`src/rtl/i2cm_pkg.sv`:
```
// Shared types for the multi-master I2C byte engine.
// Assumes an 8-bit byte followed by one acknowledge bit.
package i2cm_pkg;
    localparam int BYTE_W  = 8;
    localparam int ACK_IDX = BYTE_W;          // bit index of the ninth clock
    localparam int BIDX_W  = $clog2(BYTE_W + 1);

    typedef enum logic [3:0] {
        ST_IDLE,    // slave role, lines released
        ST_RS_A,    // repeated start: SCL low, SDA released
        ST_RS_B,    // repeated start: both released
        ST_STA_A,   // START: SDA low, SCL released
        ST_STA_B,   // START: both low
        ST_HOLD,    // master, SCL held low, waiting for a command
        ST_BIT_LO,  // bit cell, SCL low
        ST_BIT_HI,  // bit cell, SCL released
        ST_STO_A,   // STOP: both low
        ST_STO_B,   // STOP: SCL released, SDA low
        ST_STO_C    // STOP: both released
    } eng_state_t;

    typedef struct packed {
        logic scl_low;
        logic sda_low;
    } line_drive_t;
endpackage

```
`src/rtl/i2cm_clkdiv.sv`:
```
// Phase timer: gives a one-cycle tick every 'period' cycles and restarts
// whenever the engine changes phase. Assumes period >= 2.
module i2cm_clkdiv #(
    parameter int DIV_W = 8
) (
    input  logic             clk,
    input  logic             rst_n,
    input  logic             fast_mode,
    input  logic [DIV_W-1:0] div_std,
    input  logic [DIV_W-1:0] div_fast,
    input  logic             load,
    output logic             tick
);
    logic [DIV_W-1:0] period;
    logic [DIV_W-1:0] cnt;

    // Pick the phase length for the selected bus rate.
    always_comb period = fast_mode ? div_fast : div_std;

    // Down-counter: reload on a phase change or on expiry.
    always_ff @(posedge clk) begin
        if (!rst_n)              cnt <= '0;
        else if (load)           cnt <= period - 1'b1;
        else if (cnt == '0)      cnt <= period - 1'b1;
        else                     cnt <= cnt - 1'b1;
    end

    assign tick = (cnt == '0);
endmodule

```
`src/rtl/i2cm_busmon.sv`:
```
// Line monitor: synchronizes SCL/SDA and tracks START/STOP to keep the
// bus-busy flag. Assumes SYNC_STAGES >= 1.
module i2cm_busmon #(
    parameter int SYNC_STAGES = 2
) (
    input  logic clk,
    input  logic rst_n,
    input  logic scl_i,
    input  logic sda_i,
    output logic sda_s,
    output logic busy
);
    logic scl_s, scl_d, sda_d;
    logic start_seen, stop_seen;

    generate
        if (SYNC_STAGES == 1) begin : g_one
            // Single register stage.
            always_ff @(posedge clk) begin
                if (!rst_n) begin scl_s <= 1'b1; sda_s <= 1'b1; end
                else        begin scl_s <= scl_i; sda_s <= sda_i; end
            end
        end else begin : g_chain
            logic [SYNC_STAGES-1:0] scl_q, sda_q;
            // Shift chain, oldest sample at the top.
            always_ff @(posedge clk) begin
                if (!rst_n) begin
                    scl_q <= '1;
                    sda_q <= '1;
                end else begin
                    scl_q <= {scl_q[SYNC_STAGES-2:0], scl_i};
                    sda_q <= {sda_q[SYNC_STAGES-2:0], sda_i};
                end
            end
            assign scl_s = scl_q[SYNC_STAGES-1];
            assign sda_s = sda_q[SYNC_STAGES-1];
        end
    endgenerate

    // Previous synchronized levels for edge detection.
    always_ff @(posedge clk) begin
        if (!rst_n) begin scl_d <= 1'b1; sda_d <= 1'b1; end
        else        begin scl_d <= scl_s; sda_d <= sda_s; end
    end

    assign start_seen = scl_s && scl_d && sda_d && !sda_s;
    assign stop_seen  = scl_s && scl_d && !sda_d && sda_s;

    // Busy from any START until the next STOP.
    always_ff @(posedge clk) begin
        if (!rst_n)          busy <= 1'b0;
        else if (start_seen) busy <= 1'b1;
        else if (stop_seen)  busy <= 1'b0;
    end
endmodule

```
`src/rtl/i2cm_engine.sv`:
```
// Master sequencer: START, repeated START, byte cells with the ninth clock,
// STOP and arbitration. Advances one phase per divider tick. Assumes the
// sampled SDA lags the pins by less than one phase.
module i2cm_engine
    import i2cm_pkg::*;
(
    input  logic              clk,
    input  logic              rst_n,
    input  logic              tick,
    input  logic              start_req,
    input  logic              stop_req,
    input  logic              byte_req,
    input  logic              byte_rd,
    input  logic [BYTE_W-1:0] tx_data,
    input  logic              ack_send,
    input  logic              busy,
    input  logic              sda_s,
    output logic              load,
    output eng_state_t        st_o,
    output logic              scl_oe,
    output logic              sda_oe,
    output logic [BYTE_W-1:0] rx_data,
    output logic              ack_rcvd,
    output logic              is_master,
    output logic              arb_lost,
    output logic              byte_done,
    output logic              start_done,
    output logic              xmit
);
    eng_state_t        st, nxt;
    logic [BYTE_W-1:0] shreg;
    logic [BIDX_W-1:0] bidx;
    logic              rd, ack_l;
    logic              acc_start, acc_stop, acc_byte;
    logic              bitval, own_bit, lost, last_bit;
    line_drive_t       drv;

    // Command acceptance, priority START over STOP over byte.
    always_comb begin
        acc_start = start_req && ((st == ST_IDLE && !busy) || st == ST_HOLD);
        acc_stop  = stop_req && !start_req && st == ST_HOLD;
        acc_byte  = byte_req && !start_req && !stop_req && st == ST_HOLD;
    end

    // Level of the current bit cell and whether arbitration applies.
    always_comb begin
        last_bit = (bidx == BIDX_W'(ACK_IDX));
        if (last_bit) bitval = rd ? ack_l : 1'b1;
        else          bitval = rd ? 1'b1 : shreg[BYTE_W-1];
        own_bit = !rd && !last_bit;
        lost    = (st == ST_BIT_HI) && tick && own_bit && bitval && !sda_s;
    end

    // Next phase.
    always_comb begin
        nxt = st;
        case (st)
            ST_IDLE:   if (acc_start) nxt = ST_STA_A;
            ST_HOLD: begin
                if (acc_start)      nxt = ST_RS_A;
                else if (acc_stop)  nxt = ST_STO_A;
                else if (acc_byte)  nxt = ST_BIT_LO;
            end
            ST_RS_A:   if (tick) nxt = ST_RS_B;
            ST_RS_B:   if (tick) nxt = ST_STA_A;
            ST_STA_A:  if (tick) nxt = ST_STA_B;
            ST_STA_B:  if (tick) nxt = ST_HOLD;
            ST_BIT_LO: if (tick) nxt = ST_BIT_HI;
            ST_BIT_HI: if (tick) nxt = lost ? ST_IDLE : (last_bit ? ST_HOLD : ST_BIT_LO);
            ST_STO_A:  if (tick) nxt = ST_STO_B;
            ST_STO_B:  if (tick) nxt = ST_STO_C;
            ST_STO_C:  if (tick) nxt = ST_IDLE;
            default:   nxt = ST_IDLE;
        endcase
    end

    assign load = (nxt != st);

    // Line drive per phase.
    always_comb begin
        case (st)
            ST_RS_A, ST_HOLD:    drv = '{scl_low: 1'b1, sda_low: 1'b0};
            ST_STA_A, ST_STO_B:  drv = '{scl_low: 1'b0, sda_low: 1'b1};
            ST_STA_B, ST_STO_A:  drv = '{scl_low: 1'b1, sda_low: 1'b1};
            ST_BIT_LO:           drv = '{scl_low: 1'b1, sda_low: !bitval};
            ST_BIT_HI:           drv = '{scl_low: 1'b0, sda_low: !bitval};
            default:             drv = '{scl_low: 1'b0, sda_low: 1'b0};
        endcase
    end

    assign scl_oe = drv.scl_low;
    assign sda_oe = drv.sda_low;
    assign st_o   = st;
    assign xmit   = is_master && !rd;

    // Phase register.
    always_ff @(posedge clk) begin
        if (!rst_n) st <= ST_IDLE;
        else        st <= nxt;
    end

    // Role, flags, shifter and received data.
    always_ff @(posedge clk) begin
        if (!rst_n) begin
            is_master  <= 1'b0;
            arb_lost   <= 1'b0;
            byte_done  <= 1'b0;
            start_done <= 1'b0;
            shreg      <= '0;
            bidx       <= '0;
            rd         <= 1'b0;
            ack_l      <= 1'b1;
            rx_data    <= '0;
            ack_rcvd   <= 1'b1;
        end else begin
            if (acc_start) begin
                is_master  <= 1'b1;
                arb_lost   <= 1'b0;
                byte_done  <= 1'b0;
                start_done <= 1'b0;
            end
            if (acc_stop) begin
                byte_done  <= 1'b0;
                start_done <= 1'b0;
            end
            if (acc_byte) begin
                shreg      <= tx_data;
                rd         <= byte_rd;
                ack_l      <= ack_send;
                bidx       <= '0;
                byte_done  <= 1'b0;
                start_done <= 1'b0;
            end
            if (st == ST_STA_B && tick) start_done <= 1'b1;
            if (st == ST_BIT_HI && tick) begin
                if (lost) begin
                    arb_lost  <= 1'b1;
                    is_master <= 1'b0;
                end else begin
                    shreg <= {shreg[BYTE_W-2:0], sda_s};
                    if (last_bit) begin
                        rx_data   <= shreg;
                        ack_rcvd  <= sda_s;
                        byte_done <= 1'b1;
                    end else begin
                        bidx <= bidx + 1'b1;
                    end
                end
            end
            if (st == ST_STO_C && tick) is_master <= 1'b0;
        end
    end
endmodule

```
`src/rtl/i2c_mm_master.sv`:
```
// Top of the multi-master I2C byte engine: phase timer, line monitor and
// sequencer. Lines are open drain: an *_oe of 1 pulls the line low.
module i2c_mm_master #(
    parameter int DIV_W       = 8,
    parameter int SYNC_STAGES = 2
) (
    input  logic             clk,
    input  logic             rst_n,
    input  logic             fast_mode,
    input  logic [DIV_W-1:0] div_std,
    input  logic [DIV_W-1:0] div_fast,
    input  logic             start_req,
    input  logic             stop_req,
    input  logic             byte_req,
    input  logic             byte_rd,
    input  logic [7:0]       tx_data,
    input  logic             ack_send,
    input  logic             scl_i,
    input  logic             sda_i,
    output logic             scl_oe,
    output logic             sda_oe,
    output logic [7:0]       rx_data,
    output logic             ack_rcvd,
    output logic             is_master,
    output logic             bus_busy,
    output logic             arb_lost,
    output logic             byte_done,
    output logic             start_done,
    output logic             xmit
);
    import i2cm_pkg::*;

    logic       tick, load, sda_s;
    eng_state_t eng_st;

    i2cm_clkdiv #(.DIV_W(DIV_W)) u_div (
        .clk(clk), .rst_n(rst_n), .fast_mode(fast_mode),
        .div_std(div_std), .div_fast(div_fast), .load(load), .tick(tick)
    );

    i2cm_busmon #(.SYNC_STAGES(SYNC_STAGES)) u_mon (
        .clk(clk), .rst_n(rst_n), .scl_i(scl_i), .sda_i(sda_i),
        .sda_s(sda_s), .busy(bus_busy)
    );

    i2cm_engine u_eng (
        .clk(clk), .rst_n(rst_n), .tick(tick),
        .start_req(start_req), .stop_req(stop_req), .byte_req(byte_req),
        .byte_rd(byte_rd), .tx_data(tx_data), .ack_send(ack_send),
        .busy(bus_busy), .sda_s(sda_s), .load(load), .st_o(eng_st),
        .scl_oe(scl_oe), .sda_oe(sda_oe), .rx_data(rx_data),
        .ack_rcvd(ack_rcvd), .is_master(is_master), .arb_lost(arb_lost),
        .byte_done(byte_done), .start_done(start_done), .xmit(xmit)
    );
endmodule

```
`config.mk`:
```
export PLATFORM = sky130hd
export DESIGN_NAME = i2c_mm_master
export DESIGN_NICKNAME = d
export VERILOG_FILES = /design/src/rtl/i2cm_pkg.sv /design/src/rtl/i2cm_clkdiv.sv /design/src/rtl/i2cm_busmon.sv /design/src/rtl/i2cm_engine.sv /design/src/rtl/i2c_mm_master.sv
export SDC_FILE = /design/constraint.sdc
export NUM_CORES = 1
export LEC_CHECK = 0
export ABC_CLOCK_PERIOD_IN_PS = 2200
export BUFFER_PORTS_ARGS = -buffer_cell sky130_fd_sc_hd__buf_4
export CORE_MARGIN = 1.5
export CORE_UTILIZATION = 40
export DETAILED_ROUTE_END_ITERATION = 8
export GPL_TIMING_DRIVEN = 0
export SLEW_MARGIN = 20
export SYNTH_ARGS = -nofsm -noshare
export SYNTH_HDL_FRONTEND = slang
export SYNTH_SLANG_ARGS = --single-unit
```
`constraint.sdc`:
```
create_clock -name clk -period 2.2 [get_ports clk]
set_clock_uncertainty 0.05 [all_clocks]
set_input_delay 0.22 -clock clk [delete_from_list [all_inputs] [get_ports clk]]
set_output_delay 0.22 -clock clk [all_outputs]
set_load 0.02 [all_outputs]
```
---- After elaboration in Yosys (flattened, before gate mapping) ----
Index checks and enable logic that the tools add are counted.
operators by class
  equality and inequality tests ........... 12
  multiplexer cells ....................... 48
  reduce and logical (&&, ||, !) cells .... 38
  add/subtract/negate cells ............... 3
  bitwise logic cells ..................... 2
operator list
  cell                 count
  $mux 4               18
  $mux 8               6
  $pmux 4 s11          1
  $mux 1               21
  $logic_and 1x1->1    20
  $eq 4x3->1 const B   4
  $eq 4x4->1 const B   4
  $sub 8x1->8 const B  2
  $pmux 2 s5           1
  $eq 4x2->1 const B   2
  $logic_not 1->1      8
  $logic_not 8->1      1
  $reduce_or 2->1      4
  $add 4x1->4 const B  1
  $eq 4x1->1 const B   1
  $logic_not 4->1      1
  $ne 4x4->1           1
  $reduce_bool 4->1    1
  $reduce_and 3->1     1
  $mux 2               1
  $not 1->1            2
  $reduce_bool 2->1    1
  $logic_or 1x1->1     1
word-level totals
  flip-flop bits (word level) ............. 46
  output and inout bits ................... 17
  input port bits ......................... 34
  word-level logic and storage cells ...... 120

---- Logic depth before layout (Yosys ltp) ----
Gate-level depths: netlist of run 1.
  depth after elaboration ................. 11
  gate-level depth with buffers ........... 9
  mapped depth without buffers ............ 8

---- Hierarchy ----
Synthesis of run 1 repeated with hierarchy kept, for this count alone.
second synthesis, totals
  cells, all modules ...................... 294
  area total of the unflattened synthesis .. 2760.1 µm²
by module, submodules not included
  module       cells an instance  area each (µm²)  sequential area each (µm²)  instances
  i2cm_engine  200                1818.0           620.6                       1
  i2cm_clkdiv  75                 733.2            160.2                       1
  i2cm_busmon  19                 209.0            140.1                       1

---- Worst setup path after synthesis of run 1 ----
OpenSTA, ideal clock, no wires.
  path type ............................... reg2out
  start ................................... reg u_eng.bidx[0]
  end ..................................... out sda_oe
  setup slack ............................. 0.013 ns
  data arrival time ....................... 1.917 ns
  cell stages (with the launch flop) ...... 9
  buffers on the path ..................... 1
  data required time ...................... 1.930 ns
  path through ............................ dfxtp_1 -> inv_1 -> ha_1 -> and3b_1 -> clkbuf_1 -> nor3_1 -> a21oi_1 -> a311o_1 -> o21ai_0
on the way
  cells in the longest elaborated chain, start to end .. 4
ends and longest elaborated chain
  what                    line                                  source
  start, declared         i2cm_engine.sv:32                     logic [BIDX_W-1:0] bidx;
  start signal, assigned  i2cm_engine.sv:146                    bidx <= bidx + 1'b1;
  $eq 4x4->1              i2cm_engine.sv:47                     last_bit = (bidx == BIDX_W'(ACK_IDX));
  $mux 1                  i2cm_engine.sv:48                     if (last_bit) bitval = rd ? ack_l : 1'b1;
  $logic_not 1->1         i2cm_engine.sv:85, i2cm_engine.sv:86
  $pmux 2 s5              i2cm_engine.sv:81                     case (st)
  end, declared           i2c_mm_master.sv:21                   output logic sda_oe,
Every way passes these cells.

---- Worst setup path after layout of run 1 ----
Ends and elaborated chain as after synthesis.

==> impl_metrics.tcl, run 1 <==
set metrics [dict create \
    critical-path-slowest-cell "sky130_fd_sc_hd__dfxtp_2" \
    maximum_resistive_drop_on_vdd_uv 535 \
    worstSkewPairLatency_ns 0.31 \
    final_min_period_over_clock_period 0.974 \
    setup_repair_after_global_routing_missed_its_margin "true" \
    rrSetupSlack_ns 0.10 \
    cellPowerDensity_mw_per_mm2 779 \
    place.port_buffers 49 \
    ctsHoldBuffers 0 \
    place.detailed.instances 437 \
    timing.final.crit_period_ns 2.14 \
    slew_at_the_pin_closest_to_its_max_slew_limit_ns 0.593 \
    met3_length_um 283 \
    cells_along_the_critical_path "inv_2 -> ha_4 -> and3b_2 -> nor3_2 -> a21oi_1 -> a311o_1 -> o21ai_2 -> buf_6" \
    drt_iter0_markers 131 \
    max_clock_freq_mhz 467 \
    nets 415 \
    synth_cell_type_count 63 \
    maxCapViolCount 0 \
    groute.usage.overall 0.188 \
    grt_antenna_before_repair 0 \
    synth_top_flop_cell "sky130_fd_sc_hd__dfxtp_1" \
    status "finished, final reports clean" \
    mappedNetlistNets 350 \
    drt.antenna.violating_nets 0 \
    critPathMaxFanout 3 \
    async_flop_share 0 \
    routed_vias 2477 \
    overflow 0 \
    drc 0 \
    cts.sink_count 46 \
    p_seq_frac 0.389 \
    firstDrtPassIters 5 \
    core_area_mm2 0.00635 \
    numCtsBuffers 5 \
    row_cnt 29 \
    cts.path.max_buffers 2 \
    whs_path_depth 2 \
    detail_route.wl_per_cell_um 14.8 \
    layout-area-overhead-vs-synth_pct 27.7 \
    r2r_cells 9 \
    synth_cells 311 \
    dr_wl_met2_mm 3.39 \
    clock_transition_at_the_register_clock_pins_on_the_worst_setup_and_hold_paths_after_cts_ns 0.09 \
    fin_total_pwr_mw 2.60 \
    syn-mean-instance-area_um2 8.42 \
    post_synthesis_sequential_area_ratio 0.352 \
    holdCritPathClass "primary input to flip-flop" \
    hold_startpoint "scl_i" \
    power_switching_mw 0.985 \
    swShare 0.378 \
    start_kind "flip-flop" \
    synth_edf_count 0 \
    report.final.setup_viol 0 \
    critPathMaxStageDelay_ns 0.36 \
    internal_power_mw 1.62 \
    finalHoldViolCount 0 \
    rr_startpoint "u_div.cnt[0]" \
    required_ns 1.93 \
    wire_length_of_the_first_global_routing_pass_mm 10.7 \
    arrival_time_worst_endpoint_ns 1.87 \
    yosysWarningCount 0 \
    die-height_um 83.9 \
    maxUsedRoutingLayer "met4" \
    report.final.slew_viol_count 0 \
    detail_route.wirelength_mm 6.72 \
    routed_via_density 5.46 \
    routabilityCongestion 0.894 \
    yosys_register_bits 46 \
    grt_start_max_net_pins 17 \
    worst_hold_path.endpoint "u_mon.g_chain.scl_q[0]" \
    drive_above_1_share 0.265 \
    synth_area_mm2 0.00262 \
    floorplan.initialDensity 0.412 \
    final_cells 454 \
    cts_tree "yes" \
    io_pins 51 \
    worstSetupPathType "flip-flop to output port" \
    cts-htree-levels 2 \
    pwr-share-clk 0.206 \
    diodes_inserted 0 \
    cellLeakagePower_nw 1.39 \
    m1WireLength_mm 2.94 \
    pwr-share-comb 0.405 \
    worstSetupEndpointType "output port" \
    first_global_vias 2305 \
    maxSlewHeadroom 0.605 \
    die_width_um 83.9 \
    r2r_path_end "u_eng.st_o[1]" \
    dieArea_mm2 0.00704 \
    hpwl_after_detailed_placement_mm 4.85 \
    clockRootBuffer "sky130_fd_sc_hd__clkbuf_8" \
]
-- through the flow --
stage / setup slack (ns) / instance area [µm²] / utilization / TNS, ns / hold WS (ns)
floorplan: 0.0128 / 2620 / - / 0 / 0.243
global placement: -0.228 / 3080 / 0.485 / -1.46 / 0.340
detailed placement: -0.312 / 3080 / 0.485 / -2.13 / 0.345
CTS: -0.0706 / 3250 / 0.513 / -0.0706 / 0.0346
global route: -0.0319 / 3340 / 0.527 / -0.0618 / 0.0379
finish: 0.0583 / 3340 / 0.527 / 0 / 0.0423
-- power groups by stage --
stage | Combinational (mW) | Clock [mW] | Sequential [mW]
after global placement | 0.944 | 0 | 1.02
final | 1.06 | 0.537 | 1.01
after global routing | 1.16 | 0.582 | 1.02
after CTS | 0.986 | 0.555 | 1.01
after detailed placement | 0.952 | 0 | 1.02
after floorplan | 0.725 | 0 | 1.01
-- worst max-delay path: cells and delay by family (launching register included) --
kind,cells,cell delay [ns]
compound gates,3,0.51
fa+ha+maj,1,0.15
buf+inv,2,0.20
flops,1,0.36
simple gates,2,0.34
-- flip-flops by register name (all words and copies together) (netlist names), 2 cells and up --
register,flops
u_mon.g_chain.scl_q,2
u_eng.rx_data,8
u_mon.g_chain.sda_q,2
u_eng.st_o,4
u_eng.bidx,4
u_div.cnt,8
u_eng.shreg,8
-- cell usage in the layout (no fill, tap or decap), drive strengths merged, types with 2 or more instances in the layout --
cell,instances
a211oi,11
a21oi,20
a22oi,3
a31oi,3
and2,3
buf,65
clkbuf,13
clkinvlp,2
dfxtp,46
ha,5
inv,10
mux2,3
mux2i,20
nand2,36
nand2b,8
nand3,9
nand3b,2
nand4,3
nor2,36
nor2b,4
nor3,8
nor3b,7
nor4,3
nor4b,2
o211ai,2
o21ai,14
o221ai,2
or2,2
xnor2,5
xor2,7
-- Yosys cell counts, drive strengths merged (4+ instances only) --
| cell type | number | area (µm²) |
|---|---|---|
| nand2b | 8 | 50.1 |
| a211oi | 11 | 82.6 |
| nor2b | 4 | 25.0 |
| xnor2 | 5 | 43.8 |
| nor3b | 7 | 57.6 |
| nand3 | 8 | 57.6 |
| inv | 9 | 33.8 |
| ha | 5 | 62.6 |
| clkbuf | 10 | 37.5 |
| nand2 | 36 | 135 |
| a21oi | 20 | 100 |
| nor3 | 8 | 40.0 |
| mux2i | 20 | 200 |
| nor2 | 36 | 140 |
| dfxtp | 46 | 921 |
| xor2 | 7 | 61.3 |
| buf | 6 | 27.5 |
| o21ai | 14 | 70.1 |
-- routing by layer --
metal	vias up	track usage
li1	1248	-
met1	1151	0.232
met4	0	0.0626
met3	13	0.0326
met5	-	0
met2	65	0.331
-- worst max path at each step --
| stage | startpoint | end | slack, ns | depth (start not counted) |
|---|---|---|---|---|
| 6_report | u_eng.bidx[0] | sda_oe | 0.06 | 8 |
| 2_1_floorplan | u_eng.bidx[0] | sda_oe | 0.01 | 8 |
| 4_1_cts | u_eng.bidx[0] | sda_oe | -0.07 | 8 |
| 5_1_grt | u_div.cnt[0] | u_eng.st_o[1] | -0.03 | 9 |
| 3_5_place_dp | fast_mode | u_div.cnt[6] | -0.31 | 9 |
| 3_3_place_gp | fast_mode | u_div.cnt[6] | -0.23 | 9 |
-- kinds of logic (layout without fill, tap and decap cells) --
group                    Yosys count  after routing  share of synthesized area
AND/OR/NAND/NOR                  129            130                      0.275
AO/OA/AOI/OAI                     70             70                      0.179
flip-flops                        46             46                      0.352
buffers and inverters             26             91                     0.0392
multiplexers                      23             23                     0.0908
XOR/XNOR                          12             12                     0.0402
adder cells (fa/ha/maj)            5              5                     0.0239
-- timing repair --
item	CTS	global route
buffers inserted	6	3
gates cloned	0	1
pin swaps	3	9
resized for setup	11	16
setup endpoints to repair	25	25
-- layout make-up --
| type | count | area (µm²) |
|---|---|---|
| Sequential cell | 46 | 923 |
| Fill cell | 654 | 3010 |
| Tap cell | 77 | 96.3 |
| Buffer | 15 | 66.3 |
| Timing Repair Buffer | 58 | 439 |
| Multi-Input combinational cell | 240 | 1690 |
| Inverter | 10 | 37.5 |
| Clock inverter | 3 | 23.8 |
| Clock buffer | 5 | 68.8 |
(Power assumes the default switching activity.)
==> run 2: changes to the inputs <==
--- a/config.mk
+++ b/config.mk
@@ -7,6 +7,7 @@
 export LEC_CHECK = 0
 export ABC_CLOCK_PERIOD_IN_PS = 2200
 export BUFFER_PORTS_ARGS = -buffer_cell sky130_fd_sc_hd__buf_4
+export CORE_ASPECT_RATIO = 1.5
 export CORE_MARGIN = 1.5
 export CORE_UTILIZATION = 40
 export DETAILED_ROUTE_END_ITERATION = 8
==> constraint.sdc (replaced) <==
create_clock -name clk -period 2.2 [get_ports clk]
set_clock_uncertainty 0.05 [all_clocks]
set_input_delay 0.22 -clock clk [delete_from_list [all_inputs] [get_ports clk]]
set_output_delay 0.22 -clock clk [all_outputs]
set_load 0.005 [all_outputs]
==> run 2 against run 1 <==
  * Total power up 0.43%
  * Register-to-register slack better by 0.02 ns
  * Core utilization grew 1.1 points
  * Fmax increased by 1.1%
  * Count of clock-buffer cells in the layout did not move
  * Non-clock buffer count increased by 1
  * First-iteration DRC count is 33% lower
  * Sequential share of layout area is essentially flat
  * Via count increased by 0.52%
  * Sequential power barely moved
  * Global-route usage up 0.46 points
  * Critical path depth is 2 lower
  * Largest cell class unchanged
  * Highest routed layer unchanged
==> impl_metrics.tcl, run 2 (synthesized netlist as in run 1, its figures left out) <==
set metrics [dict create \
    most_common_cell_after_layout_fill_and_taps_aside "sky130_fd_sc_hd__buf_4" \
    drc 0 \
    place.port_buffers 49 \
    maximum_resistive_drop_on_vdd_uv 483 \
    die-height_um 102 \
    numCtsBuffers 5 \
    grt_antenna_before_repair 0 \
    drt_iter0_markers 88 \
    groute.usage.overall 0.193 \
    routed_vias 2490 \
    cts.path.max_buffers 2 \
    maxSlewHeadroom 0.619 \
    layout-area-overhead-vs-synth_pct 27.6 \
    diodes_inserted 0 \
    dieArea_mm2 0.00705 \
    worstSkewPairLatency_ns 0.31 \
    rrSetupSlack_ns 0.12 \
    whs_path_depth 2 \
    io_pins 51 \
    final_min_period_over_clock_period 0.963 \
    cts.sink_count 46 \
    setup_repair_after_global_routing_missed_its_margin "true" \
    clock_transition_at_the_register_clock_pins_on_the_worst_setup_and_hold_paths_after_cts_ns 0.10 \
    cts-htree-levels 2 \
    layout_common_cells "sky130_fd_sc_hd__buf_4 (61), sky130_fd_sc_hd__dfxtp_1 (44), sky130_fd_sc_hd__nand2_1 (36)" \
    maxCapViolCount 0 \
    fin_total_pwr_mw 2.62 \
    overflow 0 \
    nets 416 \
    cts_tree "yes" \
    cellPowerDensity_mw_per_mm2 783 \
    finalHoldViolCount 0 \
    drt.antenna.violating_nets 0 \
    first_global_vias 2336 \
    max_clock_freq_mhz 472 \
    largestRegisters "u_div.cnt: 8 flops, u_eng.rx_data: 8 flops, u_eng.shreg: 8 flops" \
    wire_length_of_the_first_global_routing_pass_mm 11.0 \
    start_kind "flip-flop" \
    report.final.slew_viol_count 0 \
    core_area_mm2 0.00622 \
    firstDrtPassIters 4 \
    routabilityCongestion 0.896 \
    hpwl_after_detailed_placement_mm 5.16 \
    routed_via_density 5.51 \
    row_cnt 35 \
    detail_route.wirelength_mm 7.04 \
    r2r_cells 7 \
    critPathMaxFanout 10 \
    cellLeakagePower_nw 1.39 \
    layout_setup_ws_ns 0.0818 \
    grt_start_max_net_pins 17 \
    pre_cts_ws_ns -0.249 \
    timing.final.crit_period_ns 2.12 \
    detail_route.wl_per_cell_um 15.6 \
    required_ns 1.93 \
    floorplan.initialDensity 0.421 \
    final.fill_count 606 \
    status "finished, final reports clean" \
    worstSetupPathType "flip-flop to output port" \
    worstSetupEndpointType "output port" \
    report.final.setup_viol 0 \
    die_width_um 69.1 \
    holdCritPathClass "primary input to flip-flop" \
    clockRootBuffer "sky130_fd_sc_hd__clkbuf_8" \
    slew_at_the_pin_closest_to_its_max_slew_limit_ns 0.572 \
    drive_above_1_share 0.270 \
    arrival_time_worst_endpoint_ns 1.85 \
]
-- run 2: final timing paths --
check | from | to
max | u_eng.st_o[2] | scl_oe
min | rst_n | u_mon.g_chain.scl_q[1]
min reg2reg | u_mon.g_chain.scl_q[0] | u_mon.g_chain.scl_q[1]
max reg2reg | u_eng.st_o[2] | u_div.cnt[1]
-- run 2: layout make-up --
type	instances	area, µm²	area share
multi-input combinational	240	1680	0.503
sequential	46	923	0.276
timing repair buffer	59	443	0.133
tap	74	92.6	0.0277
buffer	15	71.3	0.0213
clock buffer	5	68.8	0.0206
inverter	10	37.5	0.0112
clock inverter	3	23.8	0.00712
-- run 2: timing repair --
action                                 in CTS  in global routing
endpoints found under the hold margin       0                  0
buffers inserted                            6                  4
pin swaps                                   2                  6
cloned                                      0                  1
setup endpoints to repair                  28                 28
hold buffers                                0                  0
resized for setup                          11                 18
-- run 2: worst max-delay path, cell delays in order (launching register included) --
cell,delay (ns)
sky130_fd_sc_hd__dfxtp_1,0.35
sky130_fd_sc_hd__clkbuf_1,0.23
sky130_fd_sc_hd__inv_1,0.25
sky130_fd_sc_hd__nand2_1,0.10
sky130_fd_sc_hd__mux2_2,0.27
sky130_fd_sc_hd__o22ai_1,0.20
sky130_fd_sc_hd__buf_4,0.15
-- run 2: routing by layer --
layer / share of wire / vias up / wire length [µm] / GRT usage
li1: - / 1240 / - / -
met1: 0.42 / 1170 / 2970 / 0.218
met2: 0.52 / 66 / 3670 / 0.371
met3: 0.035 / 14 / 246 / 0.0276
met4: 0.022 / 0 / 155 / 0.0649
met5: 0 / - / 0 / 0
-- run 2: report_power, final --
part           leakage (nW)  switching [mW]  total [mW]  internal [mW]
registers             0.376           0.104        1.02          0.911
clock network        0.0408           0.319       0.547          0.228
logic                 0.972           0.557        1.05          0.496
total                  1.39           0.981        2.62           1.63
-- run 2: stage by stage --
step	area, µm²	setup TNS [ns]	utilization	hold WS [ns]	instances
final	3340	0	0.537	0.0416	452
after global routing	3340	-0.00768	0.537	0.0366	452
after CTS	3260	-0.0316	0.524	0.0358	447
after detailed placement	3080	-1.94	0.495	0.342	434
after global placement	3080	-1.79	0.495	0.341	434
after floorplan	2620	0	-	0.243	311
==> run 3: changes to the inputs <==
--- a/config.mk
+++ b/config.mk
@@ -10,8 +10,10 @@
 export CORE_ASPECT_RATIO = 1.5
 export CORE_MARGIN = 1.5
 export CORE_UTILIZATION = 40
+export CTS_BUF_LIST = sky130_fd_sc_hd__clkbuf_4 sky130_fd_sc_hd__clkbuf_8
 export DETAILED_ROUTE_END_ITERATION = 8
 export GPL_TIMING_DRIVEN = 0
+export HOLD_SLACK_MARGIN = 0.06
 export SLEW_MARGIN = 20
 export SYNTH_ARGS = -nofsm -noshare
 export SYNTH_HDL_FRONTEND = slang
==> run 3 against run 2 <==
  * Fmax is 0.19% higher
  * Flip-flop and latch count is the same
  * First-iteration DRC count is 2.3% lower
  * Largest cell class unchanged
  * Cell area is 0.90% higher
  * Critical path depth rose by 2
  * Register-to-register slack is essentially flat
  * Clock power is essentially flat
  * Count of clock-buffer cells in the layout stayed put
  * Total power grew 0.19%
  * Cell count is 0.66% higher
  * Core utilization increased by 0.48 points
  * Via count grew 0.28%
==> impl_metrics.tcl, run 3 (synthesized netlist as in run 1, its figures left out) <==
set metrics [dict create \
    internal_power_mw 1.64 \
    cells_along_the_critical_path "inv_1 -> ha_2 -> and3b_2 -> nor3_2 -> a21oi_2 -> a311o_1 -> o21ai_1 -> buf_4" \
    row_cnt 35 \
    place.port_buffers 49 \
    hpwl_after_detailed_placement_mm 5.16 \
    numCtsBuffers 5 \
    slew_at_the_pin_closest_to_its_max_slew_limit_ns 0.564 \
    layout-area-overhead-vs-synth_pct 28.8 \
    first_global_vias 2348 \
    detail_route.wirelength_mm 7.04 \
    finalInstanceArea_mm2 0.00337 \
    groute.usage.overall 0.194 \
    pwr-share-clk 0.209 \
    clock_transition_at_the_register_clock_pins_on_the_worst_setup_and_hold_paths_after_cts_ns 0.10 \
    drt_iter0_markers 86 \
    placed_cell_area_mm2 0.00308 \
    most_common_cell_after_layout_fill_and_taps_aside "sky130_fd_sc_hd__buf_4" \
    maximum_resistive_drop_on_vdd_uv 483 \
    swShare 0.375 \
    maxCapViolCount 0 \
    final_cells 455 \
    status "finished, final reports clean" \
    routed_via_density 5.49 \
    critPathMaxStageDelay_ns 0.34 \
    die-height_um 102 \
    diodes_inserted 0 \
    maxSlewHeadroom 0.624 \
    setup_repair_after_global_routing_missed_its_margin "true" \
    cts.path.max_buffers 2 \
    layout_common_cells "sky130_fd_sc_hd__buf_4 (61), sky130_fd_sc_hd__dfxtp_1 (44), sky130_fd_sc_hd__nand2_1 (36)" \
    critical-path-slowest-cell "sky130_fd_sc_hd__dfxtp_2" \
    firstDrtPassIters 4 \
    routed_vias 2497 \
    worstSetupPathType "flip-flop to output port" \
    largestRegisters "u_div.cnt: 8 flops, u_eng.rx_data: 8 flops, u_eng.shreg: 8 flops" \
    cts.sink_count 46 \
    clockRootBuffer "sky130_fd_sc_hd__clkbuf_8" \
    grt_antenna_before_repair 0 \
    detail_route.wl_per_cell_um 15.5 \
    place.detailed.instances 434 \
    grt_start_max_net_pins 17 \
    worstSkewPairLatency_ns 0.31 \
    final_min_period_over_clock_period 0.961 \
    nets 419 \
    drc 0 \
    critPathMaxFanout 3 \
    cts-htree-levels 2 \
    p_seq_frac 0.387 \
    pwr-share-comb 0.403 \
    finalCoreUtilization 0.542 \
    dieArea_mm2 0.00705 \
    timing.final.crit_period_ns 2.11 \
    wire_length_of_the_first_global_routing_pass_mm 11.0 \
    holdCritPathClass "primary input to flip-flop" \
    cts_tree "yes" \
    cellPowerDensity_mw_per_mm2 777 \
    required_ns 1.93 \
    routabilityCongestion 0.896 \
    finalHoldViolCount 0 \
    report.final.slew_viol_count 0 \
    start_kind "flip-flop" \
    arrival_time_worst_endpoint_ns 1.84 \
    power_switching_mw 0.982 \
    worstSetupEndpointType "output port" \
    io_pins 51 \
    cellLeakagePower_nw 1.40 \
    report.final.setup_viol 0 \
    die_width_um 69.1 \
    drive_above_1_share 0.268 \
    floorplan.initialDensity 0.421 \
    core_area_mm2 0.00622 \
    max_clock_freq_mhz 473 \
    overflow 0 \
    drt.antenna.violating_nets 0 \
]
run 3: cell types whose count changed in the layout (fill, tap and decap cells not counted):
cell,previous run,this run
sky130_fd_sc_hd__dlygate4sd3_1,0,3
run 3: metrics by stage:
step	TNS (ns)	hold slack [ns]	worst slack (ns)	total power [mW]
floorplan	0	0.243	0.156	1.71
global placement	-1.79	0.341	-0.243	1.95
detailed placement	-1.94	0.342	-0.249	1.95
CTS	-0.0316	0.0767	-0.0316	2.53
global route	-0.00768	0.0719	-0.00768	2.76
finish	0	0.0811	0.0859	2.62
run 3: layer usage:
metal / vias up / part of all wire / global-route usage / wire length [µm]
met2: 68 / 0.52 / 0.374 / 3680
met1: 1171 / 0.42 / 0.218 / 2960
met3: 14 / 0.035 / 0.0276 / 249
met4: 0 / 0.022 / 0.0649 / 155
met5: - / 0 / 0 / 0
li1: 1244 / - / - / -
run 3: power by group through the flow:
stage / clock network (mW) / registers, mW / logic, mW
after global routing: 0.586 / 1.03 / 1.15
final: 0.548 / 1.02 / 1.06
after floorplan: 0 / 1.00 / 0.708
after CTS: 0.558 / 1.01 / 0.968
after detailed placement: 0 / 1.02 / 0.926
after global placement: 0 / 1.02 / 0.927
run 3: final timing paths:
path	from	endpoint	slack (ns)	cells after the start
max	u_eng.bidx[0]	sda_oe	0.09	8
min	ack_send	u_eng.ack_l	0.08	3
max reg2reg	u_eng.st_o[2]	u_div.cnt[1]	0.12	7
min reg2reg	u_mon.g_chain.scl_q[0]	u_mon.g_chain.scl_q[1]	0.36	1
run 3: repair_timing:
action / 4_1_cts / 5_1_grt
setup buffers: 6 / 4
gates resized for setup: 11 / 18
endpoints found under the hold margin: 3 / 0
hold buffers: 3 / 0
cloned: 0 / 1
setup endpoints to repair: 28 / 28
pin swaps: 2 / 6
run 3: cell type report:
type	instances	area [µm²]
plain buffers	15	71.3
clock buffers	5	68.8
clock inverters	3	23.8
fillers	603	2850
inverters	10	37.5
multi-input cells	240	1680
flip-flops and latches	46	923
well taps	74	92.6
repair buffers	62	473
run 3: worst max-delay path: cells and delay by family, from the launching register on:
kind	cells	cell delay, ns
AOI/OAI and AO/OA	3	0.46
adders and majority gates	1	0.18
buffers and inverters	2	0.19
DFF	1	0.34
and+or+nand+nor	2	0.38
